[src/rtl/resv_pkg.sv]
package resv_pkg;

    typedef enum logic [1:0] {
        CMD_LOAD       = 2'd0,
        CMD_LOAD_RSV   = 2'd1,
        CMD_STORE      = 2'd2,
        CMD_STORE_COND = 2'd3
    } resv_cmd_e;

    typedef struct packed {
        logic reserve;
        logic plain_st;
        logic cond_st;
    } cmd_class_t;

    function automatic cmd_class_t classify(input logic vld, input resv_cmd_e c);
        cmd_class_t r;
        r.reserve  = vld && (c == CMD_LOAD_RSV);
        r.plain_st = vld && (c == CMD_STORE);
        r.cond_st  = vld && (c == CMD_STORE_COND);
        return r;
    endfunction

endpackage

[src/rtl/resv_table.sv]
module resv_table #(
    parameter int NUM_CTX = 4,
    parameter int TAG_W   = 28,
    parameter int CTX_W   = 2
) (
    input  logic               clk,
    input  logic               rst,
    input  logic               set_en,
    input  logic [CTX_W-1:0]   set_idx,
    input  logic [TAG_W-1:0]   probe_tag,
    input  logic [NUM_CTX-1:0] kill_mask,
    output logic [NUM_CTX-1:0] tag_hit,
    output logic [NUM_CTX-1:0] valid_vec
);

    logic [TAG_W-1:0] tag_q [NUM_CTX];

    for (genvar i = 0; i < NUM_CTX; i++) begin : g_entry
        logic sel;
        assign sel = set_en && (set_idx == CTX_W'(i));

        always_ff @(posedge clk) begin
            if (rst) begin
                valid_vec[i] <= 1'b0;
                tag_q[i]     <= '0;
            end else if (sel) begin
                valid_vec[i] <= 1'b1;
                tag_q[i]     <= probe_tag;
            end else if (kill_mask[i]) begin
                valid_vec[i] <= 1'b0;
            end
        end

        assign tag_hit[i] = valid_vec[i] && (tag_q[i] == probe_tag);
    end

endmodule

[src/rtl/resv_decide.sv]
module resv_decide
    import resv_pkg::*;
#(
    parameter int NUM_CTX = 4,
    parameter int CTX_W   = 2
) (
    input  logic               req_valid,
    input  resv_cmd_e          cmd,
    input  logic [CTX_W-1:0]   req_ctx,
    input  logic [NUM_CTX-1:0] tag_hit,
    output logic               store_ok,
    output logic               sc_status,
    output logic               set_en,
    output logic [NUM_CTX-1:0] kill_mask,
    output logic [NUM_CTX-1:0] notify_mask
);

    cmd_class_t         cls;
    logic               own_hit;
    logic               proceed;
    logic [NUM_CTX-1:0] self_bit;

    always_comb begin
        cls      = classify(req_valid, cmd);
        self_bit = '0;
        own_hit  = 1'b0;
        for (int i = 0; i < NUM_CTX; i++) begin
            if (req_ctx == CTX_W'(i)) begin
                self_bit[i] = 1'b1;
                own_hit     = tag_hit[i];
            end
        end
        sc_status   = cls.cond_st && own_hit;
        proceed     = cls.plain_st || sc_status;
        store_ok    = proceed;
        set_en      = cls.reserve;
        kill_mask   = proceed ? tag_hit : '0;
        notify_mask = kill_mask & ~self_bit;
    end

endmodule

[src/rtl/resv_notify.sv]
module resv_notify #(
    parameter int NUM_CTX = 4,
    parameter int CTX_W   = 2
) (
    input  logic               clk,
    input  logic               rst,
    input  logic [NUM_CTX-1:0] load_mask,
    output logic               clr_valid,
    output logic [CTX_W-1:0]   clr_ctx,
    output logic               busy
);

    logic [NUM_CTX-1:0] pending_q;
    logic [NUM_CTX-1:0] grant;

    always_comb begin
        grant   = '0;
        clr_ctx = '0;
        for (int i = NUM_CTX - 1; i >= 0; i--) begin
            if (pending_q[i]) begin
                grant   = '0;
                grant[i] = 1'b1;
                clr_ctx = CTX_W'(i);
            end
        end
    end

    always_ff @(posedge clk) begin
        if (rst) pending_q <= '0;
        else     pending_q <= (pending_q & ~grant) | load_mask;
    end

    assign clr_valid = |pending_q;
    assign busy      = |pending_q;

    p_ascending_r9: assert property (@(posedge clk) disable iff (rst)
        (clr_valid && $past(clr_valid) && ($past(load_mask) == '0))
            |-> (clr_ctx > $past(clr_ctx)));

    p_one_grant_r9: assert property (@(posedge clk) disable iff (rst)
        $onehot0(grant));

endmodule

[src/rtl/resv_monitor.sv]
module resv_monitor
    import resv_pkg::*;
#(
    parameter int NUM_CTX   = 4,
    parameter int ADDR_W    = 32,
    parameter int GRAN_BYTES = 16,
    parameter int CTX_W     = (NUM_CTX > 1) ? $clog2(NUM_CTX) : 1
) (
    input  logic              clk,
    input  logic              rst,
    input  logic              req_valid,
    input  logic [1:0]        req_cmd,
    input  logic [ADDR_W-1:0] req_addr,
    input  logic [CTX_W-1:0]  req_ctx,
    output logic              store_ok,
    output logic              sc_status,
    output logic              clr_valid,
    output logic [CTX_W-1:0]  clr_ctx,
    output logic              busy
);

    localparam int GRAN_LSB = (GRAN_BYTES > 1) ? $clog2(GRAN_BYTES) : 0;
    localparam int TAG_W    = ADDR_W - GRAN_LSB;

    resv_cmd_e          cmd;
    logic [TAG_W-1:0]   tag;
    logic [NUM_CTX-1:0] tag_hit;
    logic [NUM_CTX-1:0] valid_vec;
    logic [NUM_CTX-1:0] kill_mask;
    logic [NUM_CTX-1:0] notify_mask;
    logic               set_en;

    assign cmd = resv_cmd_e'(req_cmd);
    assign tag = req_addr[ADDR_W-1:GRAN_LSB];

    resv_table #(.NUM_CTX(NUM_CTX), .TAG_W(TAG_W), .CTX_W(CTX_W)) u_table (
        .clk       (clk),
        .rst       (rst),
        .set_en    (set_en),
        .set_idx   (req_ctx),
        .probe_tag (tag),
        .kill_mask (kill_mask),
        .tag_hit   (tag_hit),
        .valid_vec (valid_vec)
    );

    resv_decide #(.NUM_CTX(NUM_CTX), .CTX_W(CTX_W)) u_decide (
        .req_valid   (req_valid),
        .cmd         (cmd),
        .req_ctx     (req_ctx),
        .tag_hit     (tag_hit),
        .store_ok    (store_ok),
        .sc_status   (sc_status),
        .set_en      (set_en),
        .kill_mask   (kill_mask),
        .notify_mask (notify_mask)
    );

    resv_notify #(.NUM_CTX(NUM_CTX), .CTX_W(CTX_W)) u_notify (
        .clk       (clk),
        .rst       (rst),
        .load_mask (notify_mask),
        .clr_valid (clr_valid),
        .clr_ctx   (clr_ctx),
        .busy      (busy)
    );

    p_plain_store_r5: assert property (@(posedge clk) disable iff (rst)
        (req_valid && cmd == CMD_STORE) |-> (store_ok && !sc_status));

    p_store_kills_granule_r6: assert property (@(posedge clk) disable iff (rst)
        (req_valid && cmd == CMD_STORE_COND && $past(req_valid && store_ok)
            && ($past(tag) == tag)) |-> !sc_status);

    p_sc_consumes_r2: assert property (@(posedge clk) disable iff (rst)
        (req_valid && cmd == CMD_STORE_COND && sc_status)
            |=> !valid_vec[$past(req_ctx)]);

    p_failed_sc_keeps_r7: assert property (@(posedge clk) disable iff (rst)
        $past(req_valid && cmd == CMD_STORE_COND && !sc_status)
            |-> (valid_vec == $past(valid_vec)));

endmodule

[config.mk]
export PLATFORM = sky130hd
export DESIGN_NAME = resv_monitor
export DESIGN_NICKNAME = d
export VERILOG_FILES = /design/src/rtl/resv_pkg.sv /design/src/rtl/resv_table.sv /design/src/rtl/resv_decide.sv /design/src/rtl/resv_notify.sv /design/src/rtl/resv_monitor.sv
export SDC_FILE = /design/constraint.sdc
export NUM_CORES = 1
export LEC_CHECK = 0
export BUFFER_PORTS_ARGS = -buffer_cell sky130_fd_sc_hd__buf_2
export CAP_MARGIN = 20
export CORE_MARGIN = 4
export CORE_UTILIZATION = 31
export CTS_CLUSTER_DIAMETER = 200
export DETAILED_ROUTE_END_ITERATION = 7
export PLACE_DENSITY = 0.49
export SETUP_SLACK_MARGIN = 0.15
export SLEW_MARGIN = 20
export SYNTH_ARGS = -nofsm -noshare
export SYNTH_HDL_FRONTEND = slang
export SYNTH_SLANG_ARGS = --single-unit
[constraint.sdc]
create_clock -name clk -period 6 [get_ports clk]
set_input_delay 0.6 -clock clk [delete_from_list [all_inputs] [get_ports clk]]
set_output_delay 0.6 -clock clk [all_outputs]
set_load 0.1 [all_outputs]
==> qor.csv, run 1 <==
stage,metric,value,unit
status,run status,finished clean,
timing,clk_skew,23.0,ps
routing,vias per cell,4.80,
setup_path,CP Depth,8,
place,Post-Place Setup Slack,2510,ps
cts,CTS root buf,clkbuf_16,
grt,initial antenna violation count,0,
place,GPL Wtd Cong,0.870,
floorplanning,IO Count,45,
cts,CTS buffer count,17,
timing,minimum clock period,3590,ps
grt,global-route wire length before repair,26700,µm
power,PwrDens,298,nW/µm²
routing,Initial DRT Pass Iterations,4,
timing,TNS Setup,0,ps
cells_and_area,final core occ,36.1,%
timing,final setup margin,2410,ps
setup_path,path depth of the worst reg2reg path,5,
cts,CTS max path bufs,2,
floorplanning,die width,155,µm
routing,Initial DRC Count,230,
setup_path,WP data arrival,2990,ps
synth,Synth Instances,549,
synth,Synth Cell Area,6730,µm²
cts,CTS Sinks,120,
synth,Post-Syn Area per Cell,12.3,µm²
setup_path,Setup CP Type,in2out,
routing,WL final,17600,µm
setup_path,WP data required,5400,ps
setup_path,CP Capture Type,output pin,
grt,largest net degree at the start of global routing,30,
grt,GR Overflow Total,0,
setup_path,CP max FO,8,
timing,count of pins over their slew limit,0,
timing,final worst-path cycle share,59.9,%
timing,final setup fails,0,
cts,Post-CTS Setup Inserts,0,
timing,Slew @ Worst Pin,985,ps
timing,slew margin rel.,34.1,%
synth,Post-synth ARST share,0,%
routing,DRC viols,0,
place,hpwl dp,13000,µm
power,worst vdd ir,0.179,mV
floorplanning,Die ar.,24100,µm²
routing,Routed Antenna Nets,0,
power,Pleak,0.00263,µW
synth,"FF+latch count, synth",120,
floorplanning,Initial Util,31.7,%
routing,routed length per instance,20.5,µm
routing,vias,4122,
cts,CTS tree,built,
timing,RSZ-0062 raised after global routing,no,
cells_and_area,Syn-to-layout area delta,13.8,%
cts,H-tree depth,4,
synth,syn_nets,588,
cts,worst-skew pair later-pin latency,430,ps
setup_path,crit-path leading delay family,simple AND/OR/NAND/NOR gates,
synth,prevailing post-synth register cell,edfxtp_1,
timing,Hold Fails Final Rpt,0,
floorplanning,Die Height,155,µm
job,MaxCap Viol Count,0,
setup_path,CP cell instances,buf_2 -> xnor2_1 -> nand4_1 -> nor4b_1 -> nand4_1 -> a21oi_1 -> a21o_1 -> buf_2,
floorplanning,row count,53,
cells_and_area,# fillers,2101,
timing,upper clock frequency limit,278,MHz
grt,vias in the first global route,4259,
cts,CTS resizes,0,
cells_and_area,Nets,608,
cts,clock slew at reported path FFs,50,ps
grt,All-Layer GR Usage,15.1,%
synth,share of the yosys chip area belonging to registers,52.3,%
floorplanning,core region area,21200,µm²
cells_and_area,layout cells sized above 1,20.6,%
hold_path,hold depth,2,
setup_path,CP max-delay cell,nor4b_1,
place,IO Port Bufs,40,
synth,Cell variety after synth,44,
synth,Post-synth EDFFs,112,
setup_path,CP peak stage delay,790,ps
timing,WHS,556,ps
setup_path,Setup crit start kind,input pin,
hold_path,Worst Hold Class,reg2reg,
setup_path,WP buf/inv,2,
synth,Synth warnings,0,
cts,hold_buf cts,0,
cell families (layout without fill, tap and decap cells):
| kind of cell | after synthesis | count (layout) | synth area share, % |
|---|---|---|---|
| compound gates | 20 | 20 | 2.36 |
| simple gates | 247 | 247 | 23.2 |
| other cells | 0 | 1 | 0 |
| buf+inv | 49 | 82 | 5.04 |
| flops | 120 | 120 | 52.3 |
| xor+xnor | 113 | 113 | 17.0 |
tightest hold or removal path, cell delays in order (launching register included):
cell,delay (ps)
dfxtp_1,350
nand3_1,80
nand3b_1,70
power by group:
| part | switching, µW | total, µW | internal, µW |
|---|---|---|---|
| Sequential | 29.1 | 996 | 967 |
| Combinational | 155 | 246 | 91.7 |
| Clock | 362 | 1040 | 680 |
| Total | 546 | 2280 | 1740 |
cells in the mapped netlist (all sizes together) (5+ instances only):
master | n | area, µm²
nor2 | 8 | 30.0
nand2 | 18 | 67.6
xor2 | 6 | 52.6
nand3 | 13 | 65.1
nand4 | 52 | 338
buf | 31 | 272
xnor2 | 107 | 1090
and3 | 7 | 48.8
nand3b | 5 | 37.5
clkbuf | 15 | 56.3
nor3 | 7 | 35.0
dfxtp | 8 | 160
edfxtp | 112 | 3360
nor4 | 16 | 170
and2 | 113 | 712
stage by stage:
step / instance area (µm²) / cells / total power, µW
CTS: 7660 / 857 / 2310
global route: 7660 / 857 / 2370
detailed placement: 7060 / 825 / 1270
global placement: 7060 / 825 / 1260
finish: 7660 / 858 / 2280
floorplan: 6730 / 549 / 1190
layer usage:
metal	vias up	wire, µm	track usage (%)	part of all wire (%)
met5	-	0	0	0
met4	0	185	4.54	1.1
met3	15	761	3.09	4.3
met2	90	8360	23.9	48
met1	2031	8260	20.9	47
li1	1986	-	-	-
layout make-up:
type	count	area [µm²]	area share [%]
flip-flops and latches	120	3520	46.0
multi-input cells	380	2930	38.2
repair buffers	47	253	3.30
clock inverters	10	125	1.63
well taps	275	344	4.49
clock buffers	22	474	6.19
diodes	1	2.50	0.0326
inverters	3	11.3	0.147
placed cells by master (no fill, tap or decap), types with 7 or more instances in the layout:
master,count
edfxtp_1,112
and2_1,109
xnor2_1,89
nand4_1,50
buf_2,40
nand2_1,18
clkbuf_16,17
xnor2_2,16
nand3_1,13
nor2_1,8
nor4_1,8
dfxtp_1,8
clkinv_2,7
buf_4,7
flip-flops by register name (all words and copies together), names as in the netlist:
register and cells:
u_table.valid_vec 4, u_table.tag_q 112, u_notify.pending_q 4
worst paths after layout:
| kind | start | to | slack, ps |
|---|---|---|---|
| setup / recovery | req_addr[15] | sc_status | 2410 |
| hold / removal | u_table.valid_vec[1] | u_table.valid_vec[1] | 560 |
| setup reg to reg | u_table.tag_q[3][11] | u_notify.pending_q[3] | 3660 |
| hold reg to reg | u_table.valid_vec[1] | u_table.valid_vec[1] | 560 |
Power figures use the tool's default switching activity.
==> run 2, diff against run 1 <==
--- a/config.mk
+++ b/config.mk
@@ -11,7 +11,7 @@
 export CORE_UTILIZATION = 31
 export CTS_CLUSTER_DIAMETER = 200
 export DETAILED_ROUTE_END_ITERATION = 7
-export PLACE_DENSITY = 0.49
+export PLACE_DENSITY = 0.51
 export SETUP_SLACK_MARGIN = 0.15
 export SLEW_MARGIN = 20
 export SYNTH_ARGS = -nofsm -noshare
==> constraint.sdc (replaced) <==
create_clock -name clk -period 3.3 [get_ports clk]
set_input_delay 0.33 -clock clk [delete_from_list [all_inputs] [get_ports clk]]
set_output_delay 0.33 -clock clk [all_outputs]
set_load 0.1 [all_outputs]
==> qor.csv, run 2 (same netlist as run 1, synthesis figures left out) <==
stage,metric,value,unit
grt,vias in the first global route,4309,
routing,vias per cell,4.97,
cells_and_area,Post-Layout Cell Count,861,
routing,WL final,17900,µm
grt,GR Overflow Total,0,
place,GPL Wtd Cong,0.917,
status,run status,finished clean,
cts,CTS max path bufs,2,
timing,minimum clock period,3050,ps
cts,CTS resizes,0,
timing,Slew @ Worst Pin,780,ps
timing,upper clock frequency limit,327,MHz
floorplanning,Die ar.,24100,µm²
cts,CTS root buf,clkbuf_16,
routing,Routed Antenna Nets,0,
cts,worst-skew pair later-pin latency,420,ps
timing,count of pins over their slew limit,0,
timing,Hold Fails Final Rpt,0,
timing,TNS Setup,0,ps
routing,Initial DRT Pass Iterations,5,
cells_and_area,FF+latch area,3520,µm²
timing,clk_skew,3.71,ps
power,PwrDens,536,nW/µm²
place,placed cell count,829,
floorplanning,IO Count,45,
cells_and_area,final core occ,36.3,%
cts,hold_buf cts,0,
hold_path,Worst Hold Class,in2reg,
setup_path,WP data required,2970,ps
timing,final setup fails,0,
floorplanning,die width,155,µm
grt,initial antenna violation count,0,
cts,H-tree depth,4,
cells_and_area,Nets,612,
grt,largest net degree at the start of global routing,30,
power,Pleak,0.00264,µW
grt,All-Layer GR Usage,15.3,%
setup_path,R2R Setup Slk,1160,ps
floorplanning,Die Height,155,µm
timing,final worst-path cycle share,92.6,%
routing,Initial DRC Count,290,
cts,CTS Sinks,120,
setup_path,Setup CP Type,reg2out,
cells_and_area,# fillers,2100,
cts,CTS tree,built,
routing,routed length per instance,20.8,µm
cells_and_area,n_diodes,0,
power,worst vdd ir,0.315,mV
grt,global-route wire length before repair,27000,µm
cells_and_area,max reg flops,112,
cells_and_area,"most common cell after layout, fill and taps aside",edfxtp_1,
cells_and_area,most frequent cells in the layout,"112 x edfxtp_1, 109 x and2_1, 88 x xnor2_1, 50 x nand4_1, 39 x buf_2",
place,IO Port Bufs,40,
floorplanning,row count,53,
routing,vias,4283,
cts,CTS buffer count,17,
place,hpwl dp,12600,µm
cells_and_area,multi-input combinational cell area,2940,µm²
setup_path,CP max FO,4,
timing,slew margin rel.,47.5,%
floorplanning,Initial Util,31.7,%
cells_and_area,Syn-to-layout area delta,14.4,%
routing,DRC viols,0,
setup_path,Setup crit start kind,register,
cts,clock slew at reported path FFs,60,ps
timing,RSZ-0062 raised after global routing,no,
setup_path,CP Capture Type,output pin,
cells_and_area,layout cells sized above 1,21.3,%
cts,Post-CTS Setup Inserts,0,
job,MaxCap Viol Count,0,
cells_and_area,Biggest register,u_table.tag_q,
floorplanning,core region area,21200,µm²
setup_path,WP data arrival,2720,ps
cells_and_area,leading registers by flop count,"u_table.tag_q x112, u_notify.pending_q x4, u_table.valid_vec x4",
-- run 2: final cells by class --
type / count / area share [%]
timing repair buffer: 51 / 3.87
sequential: 120 / 45.8
multi-input combinational: 380 / 38.1
clock inverter: 14 / 2.05
clock buffer: 18 / 5.57
inverter: 3 / 0.146
tap: 275 / 4.47
-- run 2: path summary, 6_finish.rpt --
check	to	cells after the start	startpoint
max	store_ok	7	u_table.tag_q[3][24]
max reg2reg	u_notify.pending_q[3]	6	u_table.tag_q[3][24]
min	u_notify.pending_q[0]	2	rst
min reg2reg	u_table.valid_vec[2]	2	u_table.valid_vec[2]
-- run 2: layer usage --
| metal | track usage [%] | wire, µm | vias to the layer above |
|---|---|---|---|
| met5 | 0 | 0 | - |
| met4 | 6.21 | 497 | 0 |
| met3 | 3.37 | 1110 | 26 |
| met2 | 22.4 | 8020 | 148 |
| met1 | 21.9 | 8260 | 2116 |
| li1 | - | - | 1993 |
-- run 2: through the flow --
step           setup WS (ps)  hold slack (ps)  total power (µW)  area (µm²)
3_3_place_gp             570              526              2300        7100
2_1_floorplan            177              485              2160        6740
5_1_grt                  191              289              4270        7700
3_5_place_dp             531              536              2300        7100
4_1_cts                  231              270              4170        7690
6_report                 246              282              4120        7700
-- run 2: critical path: stages, from the launching register on --
cell      delay, ps
edfxtp_1        380
xnor2_1         450
nand4_1         180
and4bb_1        460
a32oi_2         130
and3_4          230
inv_1            60
buf_2           410
-- run 2: power breakdown --
part	switching, µW	internal (µW)
Clock	681	1180
Sequential	53.0	1760
Combinational	288	170
Total	1020	3100
==> run 3, diff against run 2 <==
--- a/config.mk
+++ b/config.mk
@@ -8,10 +8,10 @@
 export BUFFER_PORTS_ARGS = -buffer_cell sky130_fd_sc_hd__buf_2
 export CAP_MARGIN = 20
 export CORE_MARGIN = 4
-export CORE_UTILIZATION = 31
+export CORE_UTILIZATION = 55
 export CTS_CLUSTER_DIAMETER = 200
 export DETAILED_ROUTE_END_ITERATION = 7
-export PLACE_DENSITY = 0.51
+export PLACE_DENSITY = 0.79
 export SETUP_SLACK_MARGIN = 0.15
 export SLEW_MARGIN = 20
 export SYNTH_ARGS = -nofsm -noshare
==> qor.csv, run 3 (same netlist as run 1, synthesis figures left out) <==
stage,metric,value,unit
cts,H-tree depth,4,
timing,final setup fails,0,
cells_and_area,cell area after layout,7420,µm²
floorplanning,die width,119,µm
status,run status,finished clean,
cells_and_area,Biggest register,u_table.tag_q,
cts,clock slew at reported path FFs,50,ps
setup_path,Setup CP Type,reg2out,
cells_and_area,Post-Layout Cell Count,728,
timing,count of pins over their slew limit,0,
hold_path,hold depth,2,
grt,M1 GR Usage,30.5,%
grt,initial antenna violation count,0,
place,IO Port Bufs,40,
hold_path,hold_sp,rst,
floorplanning,row count,40,
cells_and_area,"most common cell after layout, fill and taps aside",edfxtp_1,
routing,vias,4389,
setup_path,WP data required,2970,ps
cells_and_area,n_diodes,0,
routing,Routed Antenna Nets,0,
floorplanning,IO Count,45,
power,internal power,2850,µW
power,switching part of the total,24.8,%
place,GPL Wtd Cong,0.913,
floorplanning,Die Height,119,µm
cts,CTS max path bufs,2,
timing,TNS Setup,0,ps
timing,minimum clock period,2940,ps
setup_path,Crit. Startpoint,u_table.tag_q[1][3],
power,Clk network pwr share,40.4,%
cts,CTS Sinks,120,
floorplanning,Initial Util,56.1,%
grt,vias in the first global route,4425,
grt,largest net degree at the start of global routing,30,
place,placed cell count,700,
timing,Hold Fails Final Rpt,0,
floorplanning,Die ar.,14100,µm²
cts,worst-skew pair later-pin latency,420,ps
power,worst vdd ir,0.337,mV
grt,met3 Track Usage GR,5.79,%
power,PwrDens,510,nW/µm²
hold_path,Hold Crit Endpoint,u_notify.pending_q[0],
job,MaxCap Viol Count,0,
place,hpwl dp,11200,µm
timing,RSZ-0062 raised after global routing,no,
timing,Slew @ Worst Pin,615,ps
grt,GR Overflow Total,0,
grt,global-route wire length before repair,24800,µm
timing,final worst-path cycle share,89.0,%
grt,layer with the highest usage,met2,
cells_and_area,leading registers by flop count,"u_table.tag_q x112, u_notify.pending_q x4, u_table.valid_vec x4",
power,part of the power in combinational logic,11.7,%
setup_path,CP Capture Type,output pin,
cells_and_area,most frequent cells in the layout,"112 x edfxtp_1, 109 x and2_1, 89 x xnor2_1, 50 x nand4_1, 38 x buf_2",
place,dpl cell area,6940,µm²
power,Flop pwr share,47.9,%
grt,met2 usage,37.2,%
cts,CTS root buf,clkbuf_16,
timing,upper clock frequency limit,340,MHz
setup_path,Setup crit start kind,register,
routing,DRC viols,0,
cells_and_area,max reg flops,112,
power,Switch Pwr,941,µW
setup_path,worst r2r src,u_table.tag_q[1][3],
routing,routed length per instance,21.9,µm
hold_path,Worst Hold Class,in2reg,
floorplanning,core region area,12000,µm²
cells_and_area,Syn-to-layout area delta,10.2,%
setup_path,Reg2Reg Capture Point,u_notify.pending_q[3],
routing,Initial DRC Count,342,
routing,Initial DRT Pass Iterations,5,
power,Pleak,0.00259,µW
routing,vias per cell,6.03,
routing,WL final,16000,µm
grt,All-Layer GR Usage,23.7,%
setup_path,path depth of the worst reg2reg path,6,
cells_and_area,layout cells sized above 1,19.8,%
setup_path,WP data arrival,2610,ps
cts,CTS tree,built,
timing,clk_skew,8.09,ps
cells_and_area,Nets,611,
cts,CTS buffer count,17,
setup_path,CP max FO,4,
power,"Power, Total",3790,µW
setup_path,R2R Setup Slk,1090,ps
timing,slew margin rel.,58.6,%
-- run 3: cell types whose count changed in the layout (fill, tap and decap cells not counted), moves of 2 or more --
cell and change:
clkinvlp_4 -3, bufinv_16 -3, clkinv_1 +3, clkinv_4 -2
-- run 3: worst max-delay path by stage --
stage / to / slack, ps / depth (start not counted)
final: store_ok / 360 / 7
after global routing: store_ok / 290 / 8
after floorplan: u_table.tag_q[1][0] / 180 / 3
after detailed placement: sc_status / 710 / 8
after CTS: sc_status / 380 / 7
after global placement: store_ok / 690 / 8
-- run 3: per-stage QoR --
| stage | util, % | setup slack (ps) | hold WS (ps) |
|---|---|---|---|
| 6_report | 61.8 | 362 | 283 |
| 5_1_grt | 61.8 | 289 | 281 |
| 4_1_cts | 61.7 | 379 | 258 |
| 3_5_place_dp | 57.8 | 711 | 543 |
| 3_3_place_gp | 57.8 | 691 | 522 |
| 2_1_floorplan | - | 177 | 485 |
-- run 3: power by group through the flow --
stage / combinational, µW / clock, µW / sequential, µW
floorplan: 332 / 0 / 1830
global placement: 425 / 0 / 1840
detailed placement: 436 / 0 / 1840
CTS: 440 / 1540 / 1810
global route: 472 / 1610 / 1820
finish: 443 / 1530 / 1810
-- run 3: cell type report --
cell class | count | area, µm²
inverter | 3 | 11.3
multi-input combinational | 380 | 2920
sequential | 120 | 3520
clock buffer | 19 | 433
timing repair buffer | 50 | 305
tap | 147 | 184
clock inverter | 9 | 38.8
fill | 931 | 4590
-- run 3: critical path, stage by stage, from the launching register on --
cell and delay [ps]:
edfxtp_1 380, xnor2_1 420, nand4_1 240, nor4_4 470
a22oi_2 160, and3_4 240, inv_1 90, buf_12 180
-- run 3: layer usage --
layer	share of wire, %	vias to the layer above
met2	47	207
met1	42	2150
met5	0	-
met4	4.0	0
li1	-	1990
met3	7.0	42
-- run 3: timing repair --
item / 4_1_cts / 5_1_grt
hold buffers: 0 / 0
gates resized for setup: 0 / 1
buffers inserted: 0 / 0
setup endpoints to repair: 0 / 1
